==> config.mk <==
export PLATFORM = sky130hd
export DESIGN_NAME = root_err_collector
export DESIGN_NICKNAME = d
export VERILOG_FILES = /design/src/rtl/err_pkg.sv /design/src/rtl/err_msg_decode.sv /design/src/rtl/err_class_tracker.sv /design/src/rtl/root_err_collector.sv
export SDC_FILE = /design/constraint.sdc
export NUM_CORES = 1
export LEC_CHECK = 0
export CAP_MARGIN = 25
export CORE_MARGIN = 3
export CORE_UTILIZATION = 43
export DETAILED_ROUTE_END_ITERATION = 6
export PLACE_DENSITY = 0.78
export SYNTH_ARGS = -nofsm -noshare
export SYNTH_HDL_FRONTEND = slang
export SYNTH_SLANG_ARGS = --single-unit
==> constraint.sdc <==
create_clock -name clk -period 3.4 [get_ports clk]
set_clock_uncertainty 0.15 [all_clocks]
set_input_delay 0.34 -clock clk [delete_from_list [all_inputs] [get_ports clk]]
set_output_delay 0.34 -clock clk [all_outputs]
set_load 0.1 [all_outputs]
==> src/rtl/err_pkg.sv <==
package err_pkg;
    localparam int CODE_W = 8;
    localparam int ID_W   = 16;
    localparam int DATA_W = 32;
    localparam int VEC_W  = 5;

    localparam logic [CODE_W-1:0] CODE_COR   = 8'h30;
    localparam logic [CODE_W-1:0] CODE_NONF  = 8'h31;
    localparam logic [CODE_W-1:0] CODE_FATAL = 8'h33;

    // status bit positions (software decodes these)
    localparam int ST_COR_RX   = 0;
    localparam int ST_COR_MUL  = 1;
    localparam int ST_UNC_RX   = 2;
    localparam int ST_UNC_MUL  = 3;
    localparam int ST_FIRST_FT = 4;
    localparam int ST_NF_RX    = 5;
    localparam int ST_FT_RX    = 6;
    localparam int ST_BITS     = 7;

    localparam logic [1:0] ADDR_CMD  = 2'd0;
    localparam logic [1:0] ADDR_STAT = 2'd1;
    localparam logic [1:0] ADDR_SRC  = 2'd2;

    typedef enum logic [1:0] {
        TRK_EMPTY  = 2'd0,
        TRK_SINGLE = 2'd1,
        TRK_REPEAT = 2'd2,
        TRK_ORPHAN = 2'd3
    } trk_state_t;
endpackage

==> src/rtl/err_msg_decode.sv <==
module err_msg_decode
    import err_pkg::*;
(
    input  logic              valid,
    input  logic [CODE_W-1:0] code,
    output logic              hit_cor,
    output logic              hit_nonf,
    output logic              hit_fatal
);
    always_comb begin
        hit_cor   = valid && (code == CODE_COR);
        hit_nonf  = valid && (code == CODE_NONF);
        hit_fatal = valid && (code == CODE_FATAL);
    end
endmodule

==> src/rtl/err_class_tracker.sv <==
module err_class_tracker
    import err_pkg::*;
#(
    parameter int SRC_W = ID_W
) (
    input  logic             clk,
    input  logic             rst_n,
    input  logic             hit,
    input  logic [SRC_W-1:0] src_id,
    input  logic             clr_rx,
    input  logic             clr_mul,
    output logic             seen_rx,
    output logic             seen_mul,
    output logic             capture,
    output logic [SRC_W-1:0] src_q
);
    trk_state_t state_q, base, state_d;

    // clear first, then message
    always_comb begin
        unique case (state_q)
            TRK_EMPTY:  base = TRK_EMPTY;
            TRK_SINGLE: base = clr_rx ? TRK_EMPTY : TRK_SINGLE;
            TRK_REPEAT: begin
                if (clr_rx && clr_mul) base = TRK_EMPTY;
                else if (clr_rx)       base = TRK_ORPHAN;
                else if (clr_mul)      base = TRK_SINGLE;
                else                   base = TRK_REPEAT;
            end
            TRK_ORPHAN: base = clr_mul ? TRK_EMPTY : TRK_ORPHAN;
            default:    base = TRK_EMPTY;
        endcase
        state_d = base;
        capture = 1'b0;
        if (hit) begin
            unique case (base)
                TRK_EMPTY:  begin state_d = TRK_SINGLE; capture = 1'b1; end
                TRK_ORPHAN: begin state_d = TRK_REPEAT; capture = 1'b1; end
                default:    state_d = TRK_REPEAT;
            endcase
        end
    end

    always_ff @(posedge clk or negedge rst_n) begin
        if (!rst_n) state_q <= TRK_EMPTY;
        else        state_q <= state_d;
    end

    always_ff @(posedge clk or negedge rst_n) begin
        if (!rst_n)       src_q <= '0;
        else if (capture) src_q <= src_id;
    end

    always_comb begin
        seen_rx  = (state_q == TRK_SINGLE) || (state_q == TRK_REPEAT);
        seen_mul = (state_q == TRK_REPEAT) || (state_q == TRK_ORPHAN);
    end
endmodule

==> src/rtl/root_err_collector.sv <==
module root_err_collector
    import err_pkg::*;
(
    input  logic              clk,
    input  logic              rst_n,
    input  logic              msg_valid,
    input  logic [CODE_W-1:0] msg_code,
    input  logic [ID_W-1:0]   msg_src_id,
    input  logic [VEC_W-1:0]  irq_vector,
    input  logic [1:0]        reg_addr,
    input  logic              reg_wr,
    input  logic [DATA_W-1:0] reg_wdata,
    output logic [DATA_W-1:0] reg_rdata,
    output logic              irq
);
    localparam int NCLS  = 2;
    localparam int PAD_W = DATA_W - VEC_W - ST_BITS;

    logic hit_cor, hit_nonf, hit_fatal;
    logic [NCLS-1:0] cls_hit, cls_clr_rx, cls_clr_mul, cls_rx, cls_mul, cls_cap;
    logic [ID_W-1:0] cls_src [NCLS];
    logic [2:0] cmd_q;
    logic first_fatal_q, nf_q, ft_q;
    logic wr_cmd, wr_stat;
    logic [ST_BITS-1:0] stat_bits;
    logic [DATA_W-1:0]  src_word;
    logic unused_wdata;

    assign unused_wdata = ^reg_wdata[DATA_W-1:ST_BITS];

    err_msg_decode u_dec (
        .valid(msg_valid), .code(msg_code),
        .hit_cor(hit_cor), .hit_nonf(hit_nonf), .hit_fatal(hit_fatal)
    );

    assign wr_cmd  = reg_wr && (reg_addr == ADDR_CMD);
    assign wr_stat = reg_wr && (reg_addr == ADDR_STAT);

    assign cls_hit     = {hit_nonf | hit_fatal, hit_cor};
    assign cls_clr_rx  = {wr_stat & reg_wdata[ST_UNC_RX],  wr_stat & reg_wdata[ST_COR_RX]};
    assign cls_clr_mul = {wr_stat & reg_wdata[ST_UNC_MUL], wr_stat & reg_wdata[ST_COR_MUL]};

    for (genvar g = 0; g < NCLS; g++) begin : g_cls
        err_class_tracker #(.SRC_W(ID_W)) u_trk (
            .clk(clk), .rst_n(rst_n),
            .hit(cls_hit[g]), .src_id(msg_src_id),
            .clr_rx(cls_clr_rx[g]), .clr_mul(cls_clr_mul[g]),
            .seen_rx(cls_rx[g]), .seen_mul(cls_mul[g]),
            .capture(cls_cap[g]), .src_q(cls_src[g])
        );
    end

    always_ff @(posedge clk or negedge rst_n) begin
        if (!rst_n) begin
            cmd_q         <= '0;
            first_fatal_q <= 1'b0;
            nf_q          <= 1'b0;
            ft_q          <= 1'b0;
        end else begin
            if (wr_cmd) cmd_q <= reg_wdata[2:0];
            if (cls_cap[1])                           first_fatal_q <= hit_fatal;
            else if (wr_stat && reg_wdata[ST_FIRST_FT]) first_fatal_q <= 1'b0;
            if (hit_nonf)                             nf_q <= 1'b1;
            else if (wr_stat && reg_wdata[ST_NF_RX])  nf_q <= 1'b0;
            if (hit_fatal)                            ft_q <= 1'b1;
            else if (wr_stat && reg_wdata[ST_FT_RX])  ft_q <= 1'b0;
        end
    end

    assign stat_bits = {ft_q, nf_q, first_fatal_q, cls_mul[1], cls_rx[1], cls_mul[0], cls_rx[0]};
    assign src_word  = {cls_src[1], cls_src[0]};

    always_comb begin
        unique case (reg_addr)
            ADDR_CMD:  reg_rdata = {{(DATA_W-3){1'b0}}, cmd_q};
            ADDR_STAT: reg_rdata = {irq_vector, {PAD_W{1'b0}}, stat_bits};
            ADDR_SRC:  reg_rdata = src_word;
            default:   reg_rdata = '0;
        endcase
    end

    assign irq = (cmd_q[0] & cls_rx[0]) | (cmd_q[1] & nf_q) | (cmd_q[2] & ft_q);
endmodule

Yosys cells after proc, flatten, opt, wreduce, memory -nomap -nowiden --
Cells that the tools add are included.
Word-level totals: flip-flop bits (word level) 42, bits of input ports 67, output and inout port bits 33, logic and storage cells 82
Cells by class: equality and inequality tests 13, muxes and demuxes 27, bitwise logic cells 10, reductions and logical operators 24
Operator list (count):
- $pmux W32 S3 | 1
- $eq A8 B6 Y1 const B | 3
- $mux W2 | 12
- $pmux W2 S4 | 2
- $eq A2 B2 Y1 const B | 7
- $mux W1 | 12
- $logic_and A1 B1 Y1 | 10
- $logic_not A2 Y1 | 5
- $and A1 B1 Y1 | 7
- $eq A2 B1 Y1 const B | 3
- $reduce_bool A2 Y1 | 3
- $logic_or A1 B1 Y1 | 4
- $reduce_or A2 Y1 | 2
- $or A1 B1 Y1 | 3

Logic depth before layout (Yosys ltp) --
depth after elaboration 12, mapped depth 11

By module --
Synthesis repeated with hierarchy kept, for this count alone.
Second synthesis, totals: cells, all modules 193, area total of the unflattened synthesis 2491.1 um2
By module, submodules not included:
- err_class_tracker | times used 2, cells each 58, area each 892.1 um2, seq. area each 450.4 um2
- root_err_collector | times used 1, cells each 70, area each 656.9 um2, seq. area each 150.1 um2
- err_msg_decode | times used 1, cells each 7, area each 50.0 um2, seq. area each 0.0 um2

Least setup slack after synthesis --
OpenSTA, ideal clock, no wires.
path kind reg-to-output, start register g_cls[1].u_trk.state_q[0], end output reg_rdata[3], data arrival time 2.771 ns, slack 0.139 ns, stages on the path, launching flop included 5, path buffers 0, path through dfrtp_1 > inv_1 > ha_1 > nor2_1 > o21ai_0
On the way: cells in the longest elaborated chain, start to end 3
Ends and longest elaborated chain:
- from (decl) | line err_class_tracker.sv:17 | trk_state_t state_q, base, state_d;
- from (signal assigned) | line err_class_tracker.sv:46 | else state_q <= state_d;
- $eq A2 B2 Y1 | line err_class_tracker.sv:56 | seen_mul = (state_q == TRK_REPEAT) || (state_q == TRK_ORPHAN);
- $logic_or A1 B1 Y1 (*) | line err_class_tracker.sv:56
- $pmux W32 S3 (*) | line root_err_collector.sv:74 | unique case (reg_addr)
- to (decl) | line root_err_collector.sv:13 | output logic [DATA_W-1:0] reg_rdata,
Every way passes the cells marked *; elsewhere a longest branch is shown, timed or not.

Final worst setup path --
start input reg_wr, end register g_cls[0].u_trk.src_q[2]
On the way: cells in the longest elaborated chain, start to end 10
Ends and longest elaborated chain:
- from (decl) | line root_err_collector.sv:11 | input logic reg_wr,
- $logic_and A1 B1 Y1 (*) | line root_err_collector.sv:37 | assign wr_stat = reg_wr && (reg_addr == ADDR_STAT);
- $and A1 B1 Y1 | line root_err_collector.sv:41 | assign cls_clr_mul = {wr_stat & reg_wdata[ST_UNC_MUL], wr_stat & reg_wdata[ST_COR_MUL]};
- $mux W2 | line err_class_tracker.sv:27 | else if (clr_mul) base = TRK_SINGLE;
- $mux W2 | line err_class_tracker.sv:26 | else if (clr_rx) base = TRK_ORPHAN;
- $mux W2 | line err_class_tracker.sv:25 | if (clr_rx && clr_mul) base = TRK_EMPTY;
- $pmux W2 S4 (*) | line err_class_tracker.sv:21 | unique case (state_q)
- $eq A2 B2 Y1 / $logic_not A2 Y1 (equally long branches) | line err_class_tracker.sv:36 | unique case (base)
- $reduce_or A2 Y1 (no line) (*)
- $mux W1 (*) | line err_class_tracker.sv:36
- $mux W1 (*) | line err_class_tracker.sv:35 | if (hit) begin
- to (signal assigned) | line err_class_tracker.sv:51 | else if (capture) src_q <= src_id;
- to (decl) | line err_class_tracker.sv:15 | output logic [SRC_W-1:0] src_q
Marked as above. A chain may end at the register's enable or synchronous reset.

==> impl_metrics.csv <==
group,metric,value,unit
outcome,outcome,"completed",
yosys,synth_edf_count,0,
drt,wl,5370,µm
yosys,yosys_register_bits,42,
power_and_ir_drop,vdd_drop_max,0.000311,V
sta,fin_tns_setup,0,ns
power_and_ir_drop,p_per_area,344,nW/µm²
sta,fin_crit_sh,79.2,%
yosys,synthesis.nets,273,
clocking,post_cts_buffers,0,
worst_setup_path,worstSetupStartpointType,"input port",
global_route,antenna_found_initial,0,
yosys,synth.most_common_cell,"dfrtp_1",
floorplan,ios,100,
worst_setup_path,cp.arrival,2.74,ns
drt,drc_errors,0,
power_and_ir_drop,finalPower,1.24,mW
global_route,grt_pass1_wl,8960,µm
clocking,cts_sinks,42,
drt,antenna_left,0,
sta,worst_pin_slew,0.440,ns
worst_setup_path,worst_setup_path_end_kind,"register",
yosys,synth_cells,194,
clocking,cts_root_buffer,"clkbuf_8",
yosys,async_flop_share,100,%
power_and_ir_drop,p_leak,1.72,nW
place,gp_congestion,0.777,
global_route,grt_pass1_vias,1868,
final_layout,fin_nets,352,
floorplan,die_height,80.0,µm
clocking,cts_tree,"built",
sta,finalHoldViolCount,0,
drt,vias,1723,
yosys,synth.distinct_cells,32,
sta,setup_viol,0,
final_layout,drive_gt1_share,32.1,%
yosys,yosysSeqAreaShare,44.6,%
yosys,synthTopCellsByArea,"dfrtp_1, mux2_4, mux2_2",
sta,rsz0062_at_grt,"no",
yosys,synth_top_area_share,44.6,%
yosys,synth_area,2360,µm²
yosys,ys_warn_count,0,
clocking,htreeDepth,2,
drt,wl_per_cell,15.6,µm
sta,clock.fmax,0.371,GHz
place,port_buffers,74,
worst_setup_path,crit_fanout,16,
clocking,clk_path_buf_depth,2,
global_route,grt-ovfl-total,0,
floorplan,dieArea,6410,µm²
clocking,clock_latency,0.30,ns
min_path,min_path_type,"in -> async",
sta,fin_crit,2.69,ns
floorplan,core.rowCount,26,
worst_setup_path,critical_path_class,"in -> reg",
yosys,synthTopCellsByCount,"dfrtp_1, and2_1, mux2_4, mux2_2",
floorplan,die_w,80.0,µm
floorplan,coreArea,5200,µm²
sta,slew_violations,0,
clocking,cts_resized,0,
sta,slew_headroom,70.6,%
worst_setup_path,crit_required,3.44,ns
final_layout,n_antenna_cell,0,
drt,drtIter0Drc,35,
drt,first_pass_iters,4,
yosys,yosysTopAreaCell,"dfrtp_1",
clocking,clk_pin_slew,0.08,ns
clocking,cts_buffers,5,
run,max_cap_viol_count,0,
floorplan,initial_utilization,45.3,%
final_layout,finish.utilization,69.1,%
place,dp_hpwl,3990,µm
final_layout,area_growth,52.5,%
yosys,synth_ff_type,"dfrtp_1",
yosys,synth.avg_cell_area,12.2,µm²
drt,viasPerCell,5.01,
global_route,grt_max_degree,43,
global_route,grtUsageTotal,18.3,%
==> final timing paths <==
kind                                                          start                              endpoint  slack (ns)  cells past startpoint
worst max-delay path                                         reg_wr   g_cls[0].u_trk.src_q[2]$_DFFE_PN0P_        0.71                      9
worst min-delay path                                          rst_n  g_cls[0].u_trk.src_q[13]$_DFFE_PN0P_        0.26                      2
worst max register to register  g_cls[1].u_trk.state_q[0]$_DFF_PN0_  g_cls[1].u_trk.src_q[14]$_DFFE_PN0P_        0.72                      9
worst min register to register  g_cls[1].u_trk.src_q[3]$_DFFE_PN0P_   g_cls[1].u_trk.src_q[3]$_DFFE_PN0P_        0.35                      1
max in group asynchronous                                     rst_n   g_cls[1].u_trk.state_q[0]$_DFF_PN0_        2.40                      3
min in group clk                g_cls[1].u_trk.src_q[3]$_DFFE_PN0P_   g_cls[1].u_trk.src_q[3]$_DFFE_PN0P_        0.35                      1
==> flip-flops by register name, indices dropped and copies added (netlist names) <==
name,flops
nf_q,1
g_cls.u_trk.state_q,4
cmd_q,3
g_cls.u_trk.src_q,32
ft_q,1
first_fatal_q,1
==> critical path, cell delays in order <==
cell and delay (ns):
clkdlybuf4s50_1 0.49, and3b_1 0.35, nand2_1 0.09, o22a_1 0.22
nand2b_1 0.18, ha_1 0.29, or2_1 0.22, buf_4 0.22
mux2_4 0.32
==> logic make-up (layout without fill, tap and decap cells) <==
group,Yosys count,in the layout,share of synthesized area [%]
flip-flops,42,42,44.6
buffers and inverters,18,98,4.56
multiplexers,42,42,22.7
adder cells (fa/ha/maj),12,12,6.37
AO/OA/AOI/OAI,25,25,7.64
AND/OR/NAND/NOR,55,55,14.1
==> placed cells by master (no fill, tap or decap), types with 3 or more instances in the layout <==
cell type	count
mux2_2	16
nand2b_1	4
nor2_1	8
clkdlybuf4s50_1	40
o21ai_0	6
clkbuf_8	5
buf_12	32
inv_1	8
a22o_1	8
dfrtp_1	42
ha_1	12
nand2_1	12
and2_1	20
a21oi_1	3
mux2_4	19
buf_4	8
mux2i_1	7
==> repair_timing <==
action                                  in CTS  in global routing
hold buffers                                 0                  1
endpoints found under the setup margin       0                  0
endpoints found under the hold margin        0                 29
==> power breakdown <==
group	internal (mW)	leakage, nW	switching (mW)	total, mW
Combinational	0.136	1.09	0.152	0.288
Clock	0.219	0.0514	0.178	0.397
Sequential	0.532	0.572	0.0189	0.551
==> final cells by class <==
type	instances	area, µm²
well taps	70	87.6
fillers	383	1610
inverters	8	30.0
clock buffers	6	72.6
clock inverters	2	37.5
repair buffers	82	1120
multi-input cells	134	1200
flip-flops and latches	42	1050
==> layer usage <==
layer	share of wire [%]	track usage [%]
met1	40	20.3
met2	48	30.5
met3	11	9.48
met4	1.1	5.07
met5	0	0
==> per-stage QoR <==
stage | instance area, µm² | instances | setup WS (ns) | hold WS (ns)
after floorplan | 2360 | 194 | 0.139 | -0.106
after global placement | 3460 | 334 | 0.429 | 0.329
after detailed placement | 3460 | 334 | 0.401 | 0.335
after CTS | 3570 | 342 | 0.698 | 0.0590
after global routing | 3600 | 344 | 0.553 | 0.253
final | 3600 | 344 | 0.706 | 0.257
Power figures use the tool's default switching activity.
